$ cat src/rtl/cc_pkg.sv
package cc_pkg;

  localparam int CODE_W = 2;

  typedef enum logic [CODE_W-1:0] {
    CC_EQ = 2'b00,
    CC_LT = 2'b01,
    CC_GT = 2'b10,
    CC_UN = 2'b11
  } cc_code_e;

  // bit0 accepts negative, bit1 accepts zero, bit2 accepts positive
  typedef enum logic [2:0] {
    RULE_FL = 3'd0,
    RULE_LT = 3'd1,
    RULE_EQ = 3'd2,
    RULE_LE = 3'd3,
    RULE_GT = 3'd4,
    RULE_NE = 3'd5,
    RULE_GE = 3'd6,
    RULE_TR = 3'd7
  } cc_rule_e;

endpackage

$ cat src/rtl/cc_classify.sv
module cc_classify
  import cc_pkg::*;
#(
  parameter int DATA_W = 32,
  parameter int EXP_W  = 8
) (
  input  logic [DATA_W-1:0] val_i,
  output cc_code_e          code_o
);

  localparam int MAN_W = DATA_W - 1 - EXP_W;

  logic             sign;
  logic [EXP_W-1:0] expo;
  logic [MAN_W-1:0] frac;

  always_comb begin
    sign = val_i[DATA_W-1];
    expo = val_i[DATA_W-2 -: EXP_W];
    frac = val_i[MAN_W-1:0];
    if ((&expo) && (|frac)) begin
      code_o = CC_UN;
    end else if (~|expo && ~|frac) begin
      code_o = CC_EQ;
    end else if (sign) begin
      code_o = CC_LT;
    end else begin
      code_o = CC_GT;
    end
  end

  // signed zero must never be seen as negative or positive
  always_comb begin
    assert_zero_eq_R3: assert (|val_i[DATA_W-2:0] || code_o == CC_EQ);
  end

endmodule

$ cat src/rtl/cc_rule_eval.sv
module cc_rule_eval
  import cc_pkg::*;
(
  input  cc_code_e code_i,
  input  cc_rule_e rule_i,
  output logic     pass_o
);

  always_comb begin
    case (code_i)
      CC_LT:   pass_o = rule_i[0];
      CC_EQ:   pass_o = rule_i[1];
      CC_GT:   pass_o = rule_i[2];
      CC_UN:   pass_o = (rule_i == RULE_NE) || (rule_i == RULE_TR);
      default: pass_o = 1'b0;
    endcase
  end

  always_comb begin
    assert_un_rule_R6: assert (!(code_i == CC_UN && pass_o) ||
                               rule_i == RULE_NE || rule_i == RULE_TR);
  end

endmodule

$ cat src/rtl/cc_mask_unit.sv
module cc_mask_unit
  import cc_pkg::*;
#(
  parameter int LANES  = 4,
  parameter int DATA_W = 32,
  parameter int EXP_W  = 8
) (
  input  logic                      clk,
  input  logic                      rst_n,
  input  logic [LANES*DATA_W-1:0]   res_i,
  input  logic                      upd_en_i,
  input  logic [2:0]                rule_i,
  input  logic [LANES*$clog2(LANES)-1:0] swz_i,
  input  logic [LANES-1:0]          wmask_i,
  output logic [LANES-1:0]          wmask_o,
  output logic                      br_taken_o
);

  localparam int SEL_W  = $clog2(LANES);
  localparam int CCV_W  = LANES * CODE_W;

  // reset: asserted asynchronously, released on the clock
  logic [1:0] rst_pipe_q;
  logic       rst_sync_n;

  always_ff @(posedge clk or negedge rst_n) begin
    if (!rst_n) begin
      rst_pipe_q <= 2'b00;
    end else begin
      rst_pipe_q <= {rst_pipe_q[0], 1'b1};
    end
  end

  assign rst_sync_n = rst_pipe_q[1];

  // classification of the incoming result
  logic [CCV_W-1:0] new_code;

  for (genvar g = 0; g < LANES; g++) begin : g_cls
    cc_code_e lane_code;
    cc_classify #(.DATA_W(DATA_W), .EXP_W(EXP_W)) u_cls (
      .val_i  (res_i[g*DATA_W +: DATA_W]),
      .code_o (lane_code)
    );
    assign new_code[g*CODE_W +: CODE_W] = lane_code;
  end

  // condition code register
  logic [CCV_W-1:0] cc_q;
  logic [CCV_W-1:0] cc_d;
  logic             cc_en;

  always_comb begin
    cc_en = upd_en_i;
    cc_d  = new_code;
  end

  always_ff @(posedge clk or negedge rst_sync_n) begin
    if (!rst_sync_n) begin
      cc_q <= '0;
    end else if (cc_en) begin
      cc_q <= cc_d;
    end
  end

  // swizzle and rule test per lane
  cc_code_e         cc_arr [LANES];
  logic [LANES-1:0] pass;
  cc_rule_e         rule;

  assign rule = cc_rule_e'(rule_i);

  for (genvar g = 0; g < LANES; g++) begin : g_lane
    logic [SEL_W-1:0] sel;
    assign cc_arr[g] = cc_code_e'(cc_q[g*CODE_W +: CODE_W]);
    assign sel       = swz_i[g*SEL_W +: SEL_W];
    cc_rule_eval u_eval (
      .code_i (cc_arr[sel]),
      .rule_i (rule),
      .pass_o (pass[g])
    );
  end

  assign wmask_o    = wmask_i & pass;
  assign br_taken_o = |pass;

  // assertions
  property p_hold;
    @(posedge clk) disable iff (!rst_sync_n) !upd_en_i |=> $stable(cc_q);
  endproperty
  assert_hold_R4: assert property (p_hold);

  property p_subset;
    @(posedge clk) disable iff (!rst_sync_n) (wmask_o & ~wmask_i) == '0;
  endproperty
  assert_mask_subset_R8: assert property (p_subset);

  property p_never;
    @(posedge clk) disable iff (!rst_sync_n)
      rule_i == RULE_FL |-> (wmask_o == '0) && !br_taken_o;
  endproperty
  assert_never_R5: assert property (p_never);

  property p_always;
    @(posedge clk) disable iff (!rst_sync_n)
      rule_i == RULE_TR |-> (wmask_o == wmask_i) && br_taken_o;
  endproperty
  assert_always_R5: assert property (p_always);

  property p_branch;
    @(posedge clk) disable iff (!rst_sync_n) (wmask_o != '0) |-> br_taken_o;
  endproperty
  assert_branch_R9: assert property (p_branch);

endmodule

$ cat config.mk
export PLATFORM = sky130hd
export DESIGN_NAME = cc_mask_unit
export DESIGN_NICKNAME = d
export VERILOG_FILES = /design/src/rtl/cc_pkg.sv /design/src/rtl/cc_classify.sv /design/src/rtl/cc_rule_eval.sv /design/src/rtl/cc_mask_unit.sv
export SDC_FILE = /design/constraint.sdc
export NUM_CORES = 1
export LEC_CHECK = 0
export BUFFER_PORTS_ARGS = -buffer_cell sky130_fd_sc_hd__buf_2
export CAP_MARGIN = 20
export CORE_MARGIN = 8
export CORE_UTILIZATION = 28
export DETAILED_ROUTE_END_ITERATION = 12
export GPL_TIMING_DRIVEN = 0
export PLACE_DENSITY = 0.82
export SLEW_MARGIN = 0
export SYNTH_ARGS = -nofsm -noshare
export SYNTH_HDL_FRONTEND = slang
export SYNTH_SLANG_ARGS = --single-unit
$ cat constraint.sdc
create_clock -name clk -period 1.28 [get_ports clk]
set_input_delay 0.064 -clock clk [delete_from_list [all_inputs] [get_ports clk]]
set_output_delay 0.064 -clock clk [all_outputs]
set_load 0.01 [all_outputs]
==> results of run 1 <==
==> worst max-delay path by stage <==
stage | endpoint | startpoint | cells after the start
after global routing | br_taken_o | cc_q[6]$_DFFE_PN0P_ | 4
final | wmask_o[3] | cc_q[6]$_DFFE_PN0P_ | 5
after global placement | br_taken_o | cc_q[6]$_DFFE_PN0P_ | 4
after CTS | br_taken_o | cc_q[6]$_DFFE_PN0P_ | 4
after floorplan | br_taken_o | cc_q[7]$_DFFE_PN0P_ | 3
after detailed placement | br_taken_o | cc_q[7]$_DFFE_PN0P_ | 4
==> metal layers <==
metal	track usage [%]	part of all wire, %	routed length [um]
met5	0	0	0
met2	28.3	57	2650
met3	4.40	6.6	311
met4	5.37	1.6	74
met1	13.6	35	1650
==> flip-flops by register name, indices dropped and copies added, names as in the netlist <==
name,count
rst_pipe_q,2
cc_q,8
==> power groups by stage <==
stage                     clock network, uW  registers, uW  logic (uW)
final                                   380            381         515
after CTS                               390            382         519
after global placement                    0            382         466
after floorplan                           0            370         202
after detailed placement                  0            387         480
after global routing                    405            388         568
==> area by class of cell <==
class                   instances  area, um^2  area share (%)
well taps                      50        62.6            3.09
multi-input cells             106         821            40.6
clock buffers                   4        55.1            2.72
flip-flops and latches         10         251            12.4
inverters                      16        60.1            2.97
repair buffers                152         768            38.0
plain buffers                   1        3.75           0.186
==> stage by stage <==
stage          hold slack (ns)  cell area (um^2)
4_1_cts                  0.134              2020
5_1_grt                  0.154              2020
3_3_place_gp            -0.150              1920
6_report                 0.123              2020
2_1_floorplan           -0.232              1100
3_5_place_dp            -0.148              1920
==> cell usage in the layout (no fill, tap or decap), drive strengths merged <==
cell / n
buf: 151
nor4: 28
inv: 16
nand4: 13
dfrtp: 10
mux4: 8
nor2: 8
nand2: 8
a211oi: 8
o21ai: 8
o22ai: 8
clkbuf: 5
nand2b: 4
or2b: 4
nor3: 4
o311ai: 4
dlygate4sd3: 1
conb: 1
==> what timing repair did <==
item | CTS | global route
setup buffers | 1 | 0
endpoints found under the hold margin | 2 | 0
resized for setup | 3 | 1
hold buffers | 1 | 0
pin swaps | 7 | 1
cloned | 0 | 0
setup endpoints to repair | 5 | 5
==> cells by family after synthesis <==
group | after synthesis
compound gates | 28
buf+inv | 17
flops | 10
mux | 8
other cells | 1
simple gates | 69
==> impl_metrics.toml, run 1 <==
[floorplanning]
die_x_um = 78.8
io_pins = 151
rows = 23
die_y_um = 78.8
die_area_um2 = 6210
start_util_pct = 28.4
core_um2 = 3880

[yosys]
synthSimpleGateAreaFrac_pct = 35.4
synth_common_cells = "nor4_1, inv_1, nand4_1"
yosysMostFrequentCell = "nor4_1"
ys_types = 16
yosysSeqAreaShare_pct = 22.7
ys_seq_elements = 10
synth_area_leaders = "dfrtp_1, mux4_1, nor4_1"
synth-edff-count = 0
synth-main-ff-cell = "dfrtp_1"
synth_area_per_cell_um2 = 8.31
yosys.area.top_type = "dfrtp_1"
synth_top_area_share_pct = 22.7
syn_area_um2 = 1100
synthXorXnorAreaFrac_pct = 0
synth_top_family_by_area = "simple AND/OR/NAND/NOR gates"
synth_adder_area_share_pct = 0
postSynth.asyncResetShare_pct = 100
synthCells = 133
synth.net_count = 279
synth_compound_area_share_pct = 16.8
yosysWarningCount = 0
synth.mux.area_fraction_pct = 19.0

[clocking]
cts.sinks = 10
h-tree-depth = 1
clk_pin_slew_ns = 0.05
clk_latency_ns = 0.23
clockRootBuffer = "clkbuf_8"
cts-buffers-inserted = 3
clockBufferDepth = 2
cts_tree = "built"

[power]
combPwrFrac_pct = 40.4
powerDensity_nw_per_um2 = 631
swShare_pct = 27.7
p_sw_uw = 354
power.total_uw = 1280
p_clk_share_pct = 29.8
power.leakage_uw = 0.000981
internal-power_uw = 923
sequentialPowerShare_pct = 29.9
ir_drop_uv = 265

[routing]
drcViolationCount = 0
vias = 1664
dr.first_iter.drc_count = 22
wire_per_inst_um = 13.8
wl_um = 4690
postRouteAntennaNets = 0
routed_via_density = 4.91
drt-pass1-iter-count = 4

[critical_path]
start_kind = "flop"
r2r_end = "cc_q[7]$_DFFE_PN0P_"
cpPeakStageDelay_ns = 0.53
r2r-start = "cc_q[7]$_DFFE_PN0P_"
crit_family = "multiplexers"
cp_slowest_cell = "mux4_2"
crit_path_end_kind = "primary output"
cp.arrival_ns = 1.75
worstPathRequired_ns = 1.22
crit_chain = "mux4_2 > or2b_1 > o311ai_4 > nor2_1 > buf_2"
path_max_fanout = 5
crit_buf_inv = 1
worstSetupPathType = "flop to primary output"
reg2reg_slack_ns = 0.47
r2r_cells = 3

[final_layout]
drive_gt1_share_pct = 58.1
antennaDiodeCount = 0
utilization_pct = 52.0
fillers = 387
area.growth.synth_to_final_pct = 83.0
nets = 436
stdcell_count = 339

[worst_hold_path]
worstHoldPathType = "flop to async pin"

[flow_run]
maxCapViolations = 0

[grt]
grt_usage_pct = 14.4
grt_pass1_vias = 1800
grt_pass1_wl_um = 7350
antenna_found_initial = 0
overflow = 0
grt_max_degree = 11

[timing]
layout_min_cycle_time_ns = 1.81
grt_setup_unrepaired = "true"
finalCritPeriodShare_pct = 142
tns_ns = -2.51
setup_ws_ns = -0.534
final-hold-violation-count = 0
fmax_ghz = 0.551
setup_viol = 5
clock_skew_ns = 0.00142
report.final.slew_viol_count = 0

[placed_design]
place.gp.congestion = 0.778
place_inst = 333
numPortBuffers = 150
dp_slack_ns = -0.303
place_hpwl_um = 4330

[status]
outcome = "complete, but fails checks"
violations = "negative setup slack"
No activity file was read; power rests on OpenSTA's default activity.
==> inputs of run 2 (changes only) <==
--- a/config.mk
+++ b/config.mk
@@ -5,7 +5,7 @@
 export SDC_FILE = /design/constraint.sdc
 export NUM_CORES = 1
 export LEC_CHECK = 0
-export BUFFER_PORTS_ARGS = -buffer_cell sky130_fd_sc_hd__buf_2
+export BUFFER_PORTS_ARGS = -buffer_cell sky130_fd_sc_hd__buf_4
 export CAP_MARGIN = 20
 export CORE_MARGIN = 8
 export CORE_UTILIZATION = 28
@@ -16,3 +16,4 @@
 export SYNTH_ARGS = -nofsm -noshare
 export SYNTH_HDL_FRONTEND = slang
 export SYNTH_SLANG_ARGS = --single-unit
+export TNS_END_PERCENT = 100
==> impl_metrics.toml, run 2 (same netlist as run 1, synthesis figures left out) <==
[timing]
report.final.slew_viol_count = 0
final-hold-violation-count = 0
layout_min_cycle_time_ns = 1.85
grt_setup_unrepaired = "true"
clock_skew_ns = 0.000998
fmax_ghz = 0.540
setup_ws_ns = -0.570
setup_viol = 5
hold_ws_ns = 0.122
finalCritPeriodShare_pct = 145

[routing]
vias = 1731
postRouteAntennaNets = 0
drt-pass1-iter-count = 4
dr.first_iter.drc_count = 45
routed_via_density = 5.11
wl_um = 5320
drcViolationCount = 0
wire_per_inst_um = 15.7

[clocking]
clockBufferDepth = 2
clockRootBuffer = "clkbuf_8"
cts-buffers-inserted = 3
h-tree-depth = 1
clk_latency_ns = 0.23
clk_pin_slew_ns = 0.04
cts_tree = "built"
cts.sinks = 10

[grt]
grt_max_degree = 11
grt_pass1_wl_um = 8070
antenna_found_initial = 0
grt_usage_pct = 15.9
overflow = 0
grt_pass1_vias = 2009

[floorplanning]
io_pins = 151
rows = 23
core_um2 = 3880
die_y_um = 78.8
start_util_pct = 28.4
die_x_um = 78.8
die_area_um2 = 6210

[critical_path]
cp_slowest_cell = "mux4_2"
worstSetupPathType = "flop to primary output"
crit_buf_inv = 1
cp.arrival_ns = 1.79
path_max_fanout = 5
crit_path_end_kind = "primary output"
worstPathRequired_ns = 1.22
crit_chain = "mux4_2 > o311ai_4 > nand4_1 > buf_4"
start_kind = "flop"
cpPeakStageDelay_ns = 0.53
crit_family = "multiplexers"

[status]
violations = "negative setup slack"
outcome = "complete, but fails checks"

[final_layout]
reg_top3 = "cc_q x8, rst_pipe_q x2"
area.growth.synth_to_final_pct = 117
mostFrequentLayoutCell = "buf_4"
nets = 437
antennaDiodeCount = 0
largest_reg_flops = 8
final_cell_mix = "buf_4, nor4_1, inv_1"
regMostFlops = "cc_q"
drive_gt1_share_pct = 57.8

[power]
power.leakage_uw = 0.00111
powerDensity_nw_per_um2 = 565
ir_drop_uv = 264

[placed_design]
place_hpwl_um = 4870
numPortBuffers = 150
dp_slack_ns = -0.345
place.gp.congestion = 0.743

[flow_run]
maxCapViolations = 0

[worst_hold_path]
worstHoldPathType = "flop to async pin"
-- run 2: per-layer routing --
metal | global-route usage, % | up-vias | share of wire [%]
li1 | - | 855 | -
met1 | 14.2 | 790 | 34
met2 | 31.6 | 78 | 58
met3 | 5.08 | 8 | 6.6
met4 | 7.04 | 0 | 1.4
met5 | 0 | - | 0
-- run 2: worst register-to-register path, delay by kind of cell (launching register included) --
kind	cells	cell delay, ns
flops	1	0.42
buf+inv	2	0.20
compound gates	1	0.08
-- run 2: per-stage QoR --
| stage | TNS, ns | instances | area [um^2] | total power, uW | utilization (%) |
|---|---|---|---|---|---|
| after global placement | -1.16 | 333 | 2290 | 981 | 59.0 |
| after CTS | -2.55 | 338 | 2380 | 1360 | 61.3 |
| final | -2.59 | 339 | 2400 | 1360 | 61.8 |
| after floorplan | -0.540 | 133 | 1100 | 572 | - |
| after detailed placement | -1.35 | 333 | 2290 | 1010 | 59.0 |
| after global routing | -2.86 | 339 | 2400 | 1440 | 61.8 |
-- run 2: worst paths after layout --
| path | startpoint | end | slack [ns] | cells after the start |
|---|---|---|---|---|
| worst max register to register | cc_q[6]$_DFFE_PN0P_ | cc_q[6]$_DFFE_PN0P_ | 0.45 | 3 |
| max in group asynchronous | rst_pipe_q[1]$_DFF_PN0_ | cc_q[6]$_DFFE_PN0P_ | 0.92 | 0 |
| worst min register to register | rst_pipe_q[1]$_DFF_PN0_ | cc_q[0]$_DFFE_PN0P_ | 0.12 | 0 |
| min in group clk | res_i[95] | cc_q[4]$_DFFE_PN0P_ | 0.15 | 3 |
| worst min-delay path | rst_pipe_q[1]$_DFF_PN0_ | cc_q[0]$_DFFE_PN0P_ | 0.12 | 0 |
| worst max-delay path | cc_q[6]$_DFFE_PN0P_ | br_taken_o | -0.57 | 4 |
-- run 2: power breakdown --
part / internal [uW] / switching, uW / total (uW)
clock: 204 / 102 / 306
combinational: 450 / 218 / 668
sequential: 344 / 38.3 / 382
total: 998 / 358 / 1360
-- run 2: repair_timing --
action / CTS / global route
pin swaps: 7 / 5
endpoints found under the hold margin: 2 / 0
setup buffers: 1 / 1
resized for setup: 3 / 1
hold buffers: 1 / 0
endpoints found under the setup margin: 5 / 5
-- run 2: cell type report --
cell class	count	area, um^2
plain buffers	1	3.75
clock buffers	3	41.3
fillers	367	1490
inverters	16	60.1
multi-input cells	106	831
flip-flops and latches	10	250
well taps	50	62.6
repair buffers	153	1150
